File: src/rtl/pwr_mode_ctl.sv
module pwr_mode_ctl #(
  parameter int unsigned HOLD_SHIFT = 0
) (
  input  logic       clk,
  input  logic       rst_n,
  input  logic       reg_wr_en,
  input  logic [7:0] reg_wr_data,
  input  logic [1:0] speed_sel,
  input  logic       sleep_req,
  input  logic       wake_irq,
  output logic [7:0] reg_rd_data,
  output logic [2:0] mode,
  output logic       clk_stop,
  output logic       cpu_halt,
  output logic       bus_oe,
  output logic       tsel_rsvd
);
  localparam int CW = 19;
  localparam logic [2:0] M_HIGH = 3'd0, M_MED = 3'd1, M_SUB = 3'd2, M_SLEEP = 3'd3,
                         M_SSLP = 3'd4, M_STBY = 3'd5, M_WATCH = 3'd6, M_SETTLE = 3'd7;

  logic [4:0]    ctl;
  logic [2:0]    mode_n, home;
  logic [CW-1:0] cnt;

  wire       ssby = ctl[4];
  wire [2:0] tsel = ctl[3:1];
  wire       ope  = ctl[0];
  wire       run  = (mode <= M_SUB);

  function automatic logic [CW-1:0] hold_len(input logic [2:0] c);
    logic [CW-1:0] base;
    base = CW'(8192);
    case (c)
      3'd7:    return CW'(16);
      3'd6:    return (base << 5) >> HOLD_SHIFT;
      default: return (base << c) >> HOLD_SHIFT;
    endcase
  endfunction

  always_comb begin
    mode_n = mode;
    case (mode)
      M_HIGH, M_MED, M_SUB:
        if (sleep_req)
          mode_n = (mode == M_SUB) ? (ssby ? M_WATCH : M_SSLP) : (ssby ? M_STBY : M_SLEEP);
        else if (speed_sel != 2'd3)
          mode_n = {1'b0, speed_sel};
      M_SLEEP:  if (wake_irq) mode_n = home;
      M_SSLP,
      M_WATCH:  if (wake_irq) mode_n = M_SUB;
      M_STBY:   if (wake_irq) mode_n = M_SETTLE;
      M_SETTLE: if (cnt == CW'(1)) mode_n = home;
      default:  mode_n = M_HIGH;
    endcase
  end

  always_ff @(posedge clk) begin
    if (!rst_n) begin
      ctl  <= 5'b00001;
      mode <= M_HIGH;
      home <= M_HIGH;
      cnt  <= '0;
    end else begin
      mode <= mode_n;
      if (reg_wr_en) ctl <= reg_wr_data[7:3];
      if (run && sleep_req) home <= mode;
      if (mode == M_STBY && wake_irq) cnt <= hold_len(tsel);
      else if (mode == M_SETTLE) cnt <= cnt - CW'(1);
    end
  end

  assign reg_rd_data = {ctl, 3'b000};
  assign clk_stop    = (mode == M_STBY) || (mode == M_WATCH);
  assign cpu_halt    = !run;
  assign bus_oe      = !clk_stop || ope;
  assign tsel_rsvd   = (tsel == 3'd6);

  a_r2_reg_hold: assert property (@(posedge clk) disable iff (!rst_n)
    !reg_wr_en |=> $stable(reg_rd_data));
  a_r4_sleep_entry: assert property (@(posedge clk) disable iff (!rst_n)
    (mode == M_HIGH || mode == M_MED) && sleep_req && !reg_rd_data[7] |=> mode == M_SLEEP);
  a_r5_watch_entry: assert property (@(posedge clk) disable iff (!rst_n)
    mode == M_SUB && sleep_req && reg_rd_data[7] |=> mode == M_WATCH);
  a_r6_sleep_return: assert property (@(posedge clk) disable iff (!rst_n)
    mode == M_SLEEP && wake_irq |=> mode == $past(home) && !cpu_halt);
  a_r7_settle_hold: assert property (@(posedge clk) disable iff (!rst_n)
    mode == M_SETTLE && cnt != CW'(1) |=> mode == M_SETTLE);
  a_r9_stop_halts: assert property (@(posedge clk) disable iff (!rst_n)
    clk_stop |-> cpu_halt);
  a_r11_run_wake: assert property (@(posedge clk) disable iff (!rst_n)
    run && wake_irq && !sleep_req && speed_sel == 2'd3 |=> $stable(mode));
endmodule

File: config.mk
export PLATFORM = sky130hd
export DESIGN_NAME = pwr_mode_ctl
export DESIGN_NICKNAME = d
export VERILOG_FILES = /design/src/rtl/pwr_mode_ctl.sv
export SDC_FILE = /design/constraint.sdc
export NUM_CORES = 1
export LEC_CHECK = 0
export CAP_MARGIN = 10
export CORE_ASPECT_RATIO = 0.9
export CORE_UTILIZATION = 45
export CTS_CLUSTER_DIAMETER = 50
export DETAILED_ROUTE_END_ITERATION = 16
export PLACE_DENSITY = 0.67
export SLEW_MARGIN = 40
export SYNTH_ARGS = -nofsm -noshare
export SYNTH_HDL_FRONTEND = slang
export SYNTH_SLANG_ARGS = --single-unit
export TNS_END_PERCENT = 5
File: constraint.sdc
create_clock -name clk -period 5.17 [get_ports clk]
set_input_delay 1.034 -clock clk [delete_from_list [all_inputs] [get_ports clk]]
set_output_delay 1.034 -clock clk [all_outputs]
set_load 0.02 [all_outputs]
==> impl_metrics.ini, run 1 <==
[yosys]
synth_top_cell_by_area = dfxtp_1
yosys_register_bits = 30
synthFlopType = dfxtp_1
synthesis.area_sq_um = 1655
synth.avg_cell_area_sq_um = 8.577
ys_types = 47
synth_area_leaders = dfxtp_1 (36%), mux2i_1 (4.8%), nor2_1 (4.3%), xnor2_1 (4.2%), xor2_1 (3.7%)
yosysWarnings = 0
synth_edf_count = 0
synthCells = 193
synth.top_cell.area_share_pct = 36.28
synthArstFlopShare_pct = 0
synth.yosys.seq_area_share_pct = 36.28

[setup_path]
r2r_start = cnt[2]
path_max_fanout = 14
cp_top_family = buffers and inverters
cpMaxStageDelayCell = clkdlybuf4s50_1
end_kind = output port
cp-start-kind = register
rrSetupSlack_ps = 3240
rr_endpoint = cnt[15]
critical_path.cell_chain = and2_1 -> nor2_1 -> inv_1 -> clkdlybuf4s50_1
crit_arrival_ps = 1900
worst-endpoint-required_ps = 4140
max_stage_delay_ps = 620
critPathBufInv = 2
critPathKind = reg -> out
r2r.worst_path.cells = 5

[global_routing]
met1_usage_pct = 28.12
grt_pass1_wl_um = 6258
grt_use_met3_pct = 4.423
grt_use_total_pct = 20.84
use_met2_pct = 32.36
grt-ovfl-total = 0
busiest_layer = met2
grt_pass1_vias = 1379
grt_max_degree = 22
antenna_found_initial = 0

[power_and_ir_drop]
power.share.sequential_pct = 44.4
p_leak_nw = 0.7707
total_power_mw = 0.6307
power_density_nw_per_um2 = 319.7
comb_power_share_pct = 26.7
ir_drop_mv = 0.1756
power.share.clock_pct = 28.9
swShare_pct = 32.04
switching_power_mw = 0.2021
intPower_mw = 0.4286

[finish]
fin_nets = 231
nFillCells = 294
areaGrowthSynthToFinish_pct = 19.20
final_common_cell = dfxtp_1
drive_above_1_share_pct = 8.019
final_cell_mix = dfxtp_1 (30), clkdlybuf4s50_1 (23), nor2_1 (19)
antenna_cells = 0
multi_input_area_sq_um = 982.2
regArea_sq_um = 600.6

[sta]
setup-tns-final_ps = 0
relSlewSlack_pct = 50.00
hold_violations = 0
rsz0062_at_grt = no
post-route-min-period_ps = 2936
finClkSkew_ps = 3.532
setup_viol = 0
final_max_slew_viol_count = 0
worstMarginPinSlew_ps = 743.2
finalCritPeriodShare_pct = 56.80
fmax_ghz = 0.3405

[floorplan]
core_sq_um = 3453
die_h_um = 59.54
die_w_um = 65.93
initial_core_util_pct = 47.93
row_count = 20
io_pins = 30
dieArea_sq_um = 3925

[clocking]
cts_num_sinks = 30
cts_buffers = 5
cts_root_buffer = clkbuf_8
cts_hold_buf = 0
clock_path_buffers = 2
post_cts_buffers = 0
cts_tree = yes
cts.clk_slew.worst_paths_ps = 60
ctsResizeCount = 0
htree_num_levels = 2
clkLatencyLatePin_ps = 280

[run_status]
status = complete, no violations

[hold_path]
hold_depth = 1
worstHoldEndpoint = home[2]
min-delay-start = home[2]
min_path_type = reg -> reg

[placed_design]
post-dp-hpwl_um = 2674
gp_congestion = 0.8712
io_buffers = 23

[route]
dr.first_iter.drc_count = 71
wire_per_inst_um = 14.61
drtAntennaViolNets = 0
vias = 1446
first_pass_iters = 4
wirelength_um = 3739
drc = 0
viasPerCell = 5.648

[job]
cap_violations = 0
-- kinds of logic after synthesis --
logic type | after synthesis | share of synthesized area [%]
AOI/OAI and AO/OA | 31 | 12.62
xor gates and xnor gates | 15 | 7.937
adders and majority gates | 4 | 2.873
buffers and inverters | 18 | 4.837
DFF | 30 | 36.28
muxes | 8 | 4.838
other | 1 | 0.2265
and+or+nand+nor | 86 | 30.39
-- per-stage QoR --
step	cell area [sq um]	utilization [%]	instances	setup WS (ps)	hold WS [ps]
2_1_floorplan	1663	-	195	2789	453.0
3_3_place_gp	1891	54.75	250	2335	471.8
3_5_place_dp	1891	54.75	250	2247	481.8
4_1_cts	1973	57.14	256	2237	495.4
5_1_grt	1973	57.14	256	2130	522.3
6_report	1973	57.14	256	2234	495.7
-- worst max-delay path by stage --
stage,to,from,slack [ps],depth (start not counted)
finish,cpu_halt,mode[0],2230,4
global route,cpu_halt,mode[1],2130,4
CTS,cpu_halt,mode[0],2240,4
detailed placement,cnt[1],rst_n,2250,3
global placement,cnt[14],rst_n,2340,5
floorplan,bus_oe,mode[0],2790,4
-- layer usage --
layer  wire, um  vias up
li1           -      721
met1       1868      690
met2       1682       26
met3        121        9
met4         66        0
met5          0        -
-- synthesized netlist by cell type (all sizes together) (2+ instances only) --
library cell,instances
a21oi,7
a311oi,2
nand2,14
mux2i,8
clkbuf,7
o221ai,4
nand4,5
nor4,7
nand4b,2
o21ai,11
nand3,4
nor3,4
nand2b,4
nor3b,2
buf,5
ha,3
xnor2,8
nor2b,7
inv,6
and3,3
or3,3
and2,5
dfxtp,30
or4,3
xor2,7
nor2,21
-- power groups by stage --
stage / clock, mW / combinational (mW) / sequential [mW]
after floorplan: 0 / 0.123 / 0.275
after global placement: 0 / 0.163 / 0.282
after detailed placement: 0 / 0.167 / 0.284
after CTS: 0.186 / 0.169 / 0.279
after global routing: 0.193 / 0.186 / 0.284
final: 0.182 / 0.168 / 0.280
-- state kept, by name, indices dropped and copies added (netlist names) --
| signal | flops |
|---|---|
| cnt | 19 |
| home | 3 |
| ctl | 5 |
| mode | 3 |
-- worst reg2reg max path, delay by kind of cell (launching register included) --
kind	cells	cell delay, ps
and+or+nand+nor	4	1190
DFF	1	360
AOI/OAI and AO/OA	1	280
-- final cells by class --
class                      instances  area share, %
inverter                           6          1.141
clock buffer                       6          4.185
timing repair buffer              23          11.67
tap                               44          2.790
multi-input combinational        147          49.78
sequential                        30          30.44
Power figures use the tool's default switching activity.
==> inputs of run 2 (changes only) <==
==> constraint.sdc (replaced) <==
create_clock -name clk -period 3.03 [get_ports clk]
set_input_delay 0.606 -clock clk [delete_from_list [all_inputs] [get_ports clk]]
set_output_delay 0.606 -clock clk [all_outputs]
set_load 0.02 [all_outputs]
==> impl_metrics.ini, run 2 (synthesized netlist as in run 1, its figures left out) <==
[global_routing]
grt_max_degree = 16
grt_use_total_pct = 20.37
grt_pass1_wl_um = 6009
grt-ovfl-total = 0
grt_pass1_vias = 1272
antenna_found_initial = 0

[finish]
largest_reg_flops = 19
top_regs = cnt x19, ctl x5
fin_util_pct = 57.17
top_register = cnt
final_common_cell = dfxtp_1
drive_above_1_share_pct = 7.944
final_cell_mix = dfxtp_1 (30), clkdlybuf4s50_1 (23), nor2_1 (19)
fin_nets = 232
areaGrowthSynthToFinish_pct = 19.27
antenna_cells = 0

[sta]
setup_viol = 0
rsz0062_at_grt = no
hold_violations = 0
post-route-min-period_ps = 2477
worstMarginPinSlew_ps = 735.8
setup-tns-final_ps = 0
finalCritPeriodShare_pct = 81.76
fmax_ghz = 0.4037
relSlewSlack_pct = 50.50
finClkSkew_ps = 5.331
final_max_slew_viol_count = 0

[clocking]
ctsResizeCount = 0
clkLatencyLatePin_ps = 280
post_cts_buffers = 0
htree_num_levels = 2
cts_num_sinks = 30
cts_root_buffer = clkbuf_8
cts_buffers = 5
cts.clk_slew.worst_paths_ps = 60
clock_path_buffers = 2
cts_tree = yes
cts_hold_buf = 0

[route]
viasPerCell = 5.659
wire_per_inst_um = 13.81
first_pass_iters = 4
drtAntennaViolNets = 0
vias = 1460
dr.first_iter.drc_count = 116
drc = 0
wirelength_um = 3562

[setup_path]
critPathLaunch = mode[0]
path_max_fanout = 14
critPathKind = reg -> out
worst-endpoint-required_ps = 2420
cp-start-kind = register
end_kind = output port
r2r_start = cnt[2]
crit_arrival_ps = 1870

[power_and_ir_drop]
switching_power_mw = 0.3445
swShare_pct = 32.49
comb_power_share_pct = 27.3
p_leak_nw = 0.7706
power.share.sequential_pct = 44.8
power_density_nw_per_um2 = 537.1
intPower_mw = 0.7159
ir_drop_mv = 0.2628
power.share.clock_pct = 27.9

[placed_design]
io_buffers = 23
gp_congestion = 0.8369
post-dp-hpwl_um = 2594

[floorplan]
core_sq_um = 3453
dieArea_sq_um = 3925
row_count = 20
die_h_um = 59.54
initial_core_util_pct = 47.93
io_pins = 30
die_w_um = 65.93

[hold_path]
min-delay-start = cnt[13]
min_path_type = reg -> reg

[run_status]
status = complete, no violations

[job]
cap_violations = 0
run 2: cell count changes in the layout (fill, tap and decap cells not counted), sizes merged:
cell | previous run | this run
buf | 0 | 1
clkbuf | 6 | 7
run 2: cell type report:
| cell class | instances | area (sq um) |
|---|---|---|
| Clock buffer | 7 | 76.32 |
| Fill cell | 309 | 1479 |
| Multi-Input combinational cell | 147 | 982.2 |
| Timing Repair Buffer | 24 | 237.7 |
| Sequential cell | 30 | 600.6 |
| Inverter | 6 | 22.52 |
| Tap cell | 44 | 55.05 |
run 2: power by group through the flow:
stage / registers [mW] / logic, mW / clock network, mW
2_1_floorplan: 0.470 / 0.210 / 0
3_3_place_gp: 0.482 / 0.280 / 0
3_5_place_dp: 0.483 / 0.288 / 0
4_1_cts: 0.475 / 0.289 / 0.301
5_1_grt: 0.484 / 0.315 / 0.321
6_report: 0.475 / 0.289 / 0.296
run 2: path summary, 6_finish.rpt:
kind         endpoint  slack [ps]  depth (start not counted)
max          cpu_halt         550                          4
max reg2reg   mode[1]        1160                          5
min           cnt[13]         490                          2
min reg2reg   cnt[13]         490                          2
run 2: layer usage:
metal | global-route usage, % | share of wire, % | up-vias
li1 | - | - | 722
met5 | 0 | 0 | -
met2 | 29.45 | 44 | 39
met4 | 7.903 | 1.9 | 0
met3 | 6.154 | 4.2 | 9
met1 | 28.25 | 50 | 690
run 2: per-stage QoR:
stage	setup slack [ps]	power, mW	hold slack, ps	cells	area, sq um
after floorplan	1077	0.6797	453.0	195	1663
final	552.8	1.060	494.3	258	1974
after detailed placement	726.8	0.7707	479.8	251	1898
after global routing	433.8	1.120	518.6	258	1974
after CTS	542.7	1.065	492.1	258	1974
after global placement	796.4	0.7617	471.5	251	1898
run 2: worst max-delay path, stage by stage, from the launching register on:
cell             delay (ps)
dfxtp_1                 590
and2_1                  220
nor2_1                   60
inv_1                   120
clkdlybuf4s50_1         610
==> inputs of run 3 (changes only) <==
==> constraint.sdc (replaced) <==
create_clock -name clk -period 2.5 [get_ports clk]
set_input_delay 0.5 -clock clk [delete_from_list [all_inputs] [get_ports clk]]
set_output_delay 0.5 -clock clk [all_outputs]
set_load 0.02 [all_outputs]
==> impl_metrics.ini, run 3 (synthesized netlist as in run 1, its figures left out) <==
[sta]
setup_viol = 0
finalCritPeriodShare_pct = 95.23
hold_violations = 0
final_max_slew_viol_count = 0
rsz0062_at_grt = no
worstMarginPinSlew_ps = 726.1
setup-tns-final_ps = 0
relSlewSlack_pct = 51.15
finClkSkew_ps = 5.692
post-route-min-period_ps = 2381
fmax_ghz = 0.4200

[clocking]
cts_root_buffer = clkbuf_8
cts_tree = yes
cts_num_sinks = 30
post_cts_buffers = 0
clkLatencyLatePin_ps = 290
htree_num_levels = 2
cts_buffers = 5
clock_path_buffers = 2
cts.clk_slew.worst_paths_ps = 60
ctsResizeCount = 0
cts_hold_buf = 0

[floorplan]
io_pins = 30
die_w_um = 65.93
dieArea_sq_um = 3925
core_sq_um = 3453
initial_core_util_pct = 47.93
row_count = 20
die_h_um = 59.54

[route]
drc = 0
drtAntennaViolNets = 0
wire_per_inst_um = 13.90
dr.first_iter.drc_count = 103
vias = 1466
first_pass_iters = 6
wirelength_um = 3657
viasPerCell = 5.574

[setup_path]
critical_path.cell_chain = and2_1 -> nor2_1 -> inv_1 -> clkdlybuf4s50_1
cp-start-kind = register
cpMaxStageDelayCell = clkdlybuf4s50_1
crit_arrival_ps = 1880
path_max_fanout = 13
worst-endpoint-required_ps = 2000
cp_top_family = buffers and inverters
critPathKind = reg -> out
end_kind = output port
max_stage_delay_ps = 620
critPathBufInv = 2

[finish]
antenna_cells = 0
final_cell_mix = dfxtp_1 (30), clkdlybuf4s50_1 (23), nor2_1 (19)
fin_nets = 236
drive_above_1_share_pct = 10.96
top_regs = cnt x19, ctl x5
top_register = cnt
final_common_cell = dfxtp_1
largest_reg_flops = 19
nFillCells = 315
areaGrowthSynthToFinish_pct = 23.13

[global_routing]
grt_pass1_vias = 1280
grt_max_degree = 16
antenna_found_initial = 0
grt_pass1_wl_um = 6092
grt-ovfl-total = 0
grt_use_total_pct = 20.93

[power_and_ir_drop]
power_density_nw_per_um2 = 685.9
ir_drop_mv = 0.3549
total_power_mw = 1.398
p_leak_nw = 0.8088

[placed_design]
post-dp-hpwl_um = 2683
gp_congestion = 0.8412
io_buffers = 23

[job]
cap_violations = 0

[hold_path]
min_path_type = reg -> reg

[run_status]
status = complete, no violations
## run 3: changes by cell type in the layout (fill, tap and decap cells not counted)
cell      change
buf_4         +4
clkbuf_8      +3
clkbuf_1      -2
## run 3: final cells by class
cell class              instances  area (sq um)  share of cell area, %
inverters                       6         22.52                  1.105
multi-input cells             147         982.2                  48.19
clock buffers                   8         110.1                  5.402
flip-flops and latches         30         600.6                  29.47
repair buffers                 28         267.8                  13.14
well taps                      44         55.05                  2.701
## run 3: layer usage
metal	part of all wire, %	global-route usage (%)	vias to the layer above
met4	1.9	9.119	0
li1	-	-	726
met5	0	0	-
met3	5.3	5.769	8
met2	44	29.74	41
met1	49	29.45	691
## run 3: worst register-to-register path: cells and delay by family, from the launching register on
kind                   cells  cell delay [ps]
AND/OR/NAND/NOR            4              900
flip-flops                 1              490
buffers and inverters      1              210
XOR/XNOR                   1              160
## run 3: final timing paths
path | from | end | slack, ps | cells past startpoint
max reg2reg | mode[0] | cnt[10] | 640 | 6
min reg2reg | home[2] | home[2] | 490 | 1
max | mode[1] | cpu_halt | 120 | 4
min | home[2] | home[2] | 490 | 1
## run 3: report_power, final
group | internal [mW] | switching, mW | leakage (nW)
registers | 0.512 | 0.0612 | 0.244
logic | 0.171 | 0.192 | 0.507
clock network | 0.277 | 0.184 | 0.0575
## run 3: per-stage QoR
stage	utilization [%]	hold slack, ps	cell area, sq um	worst slack, ps	instances
4_1_cts	59.02	493.5	2038	135.8	263
2_1_floorplan	-	453.0	1663	652.5	195
6_report	59.02	490.8	2038	119.2	263
5_1_grt	59.02	506.4	2038	5.028	263
3_5_place_dp	55.83	484.2	1928	409.1	255
3_3_place_gp	55.83	471.7	1928	426.2	255
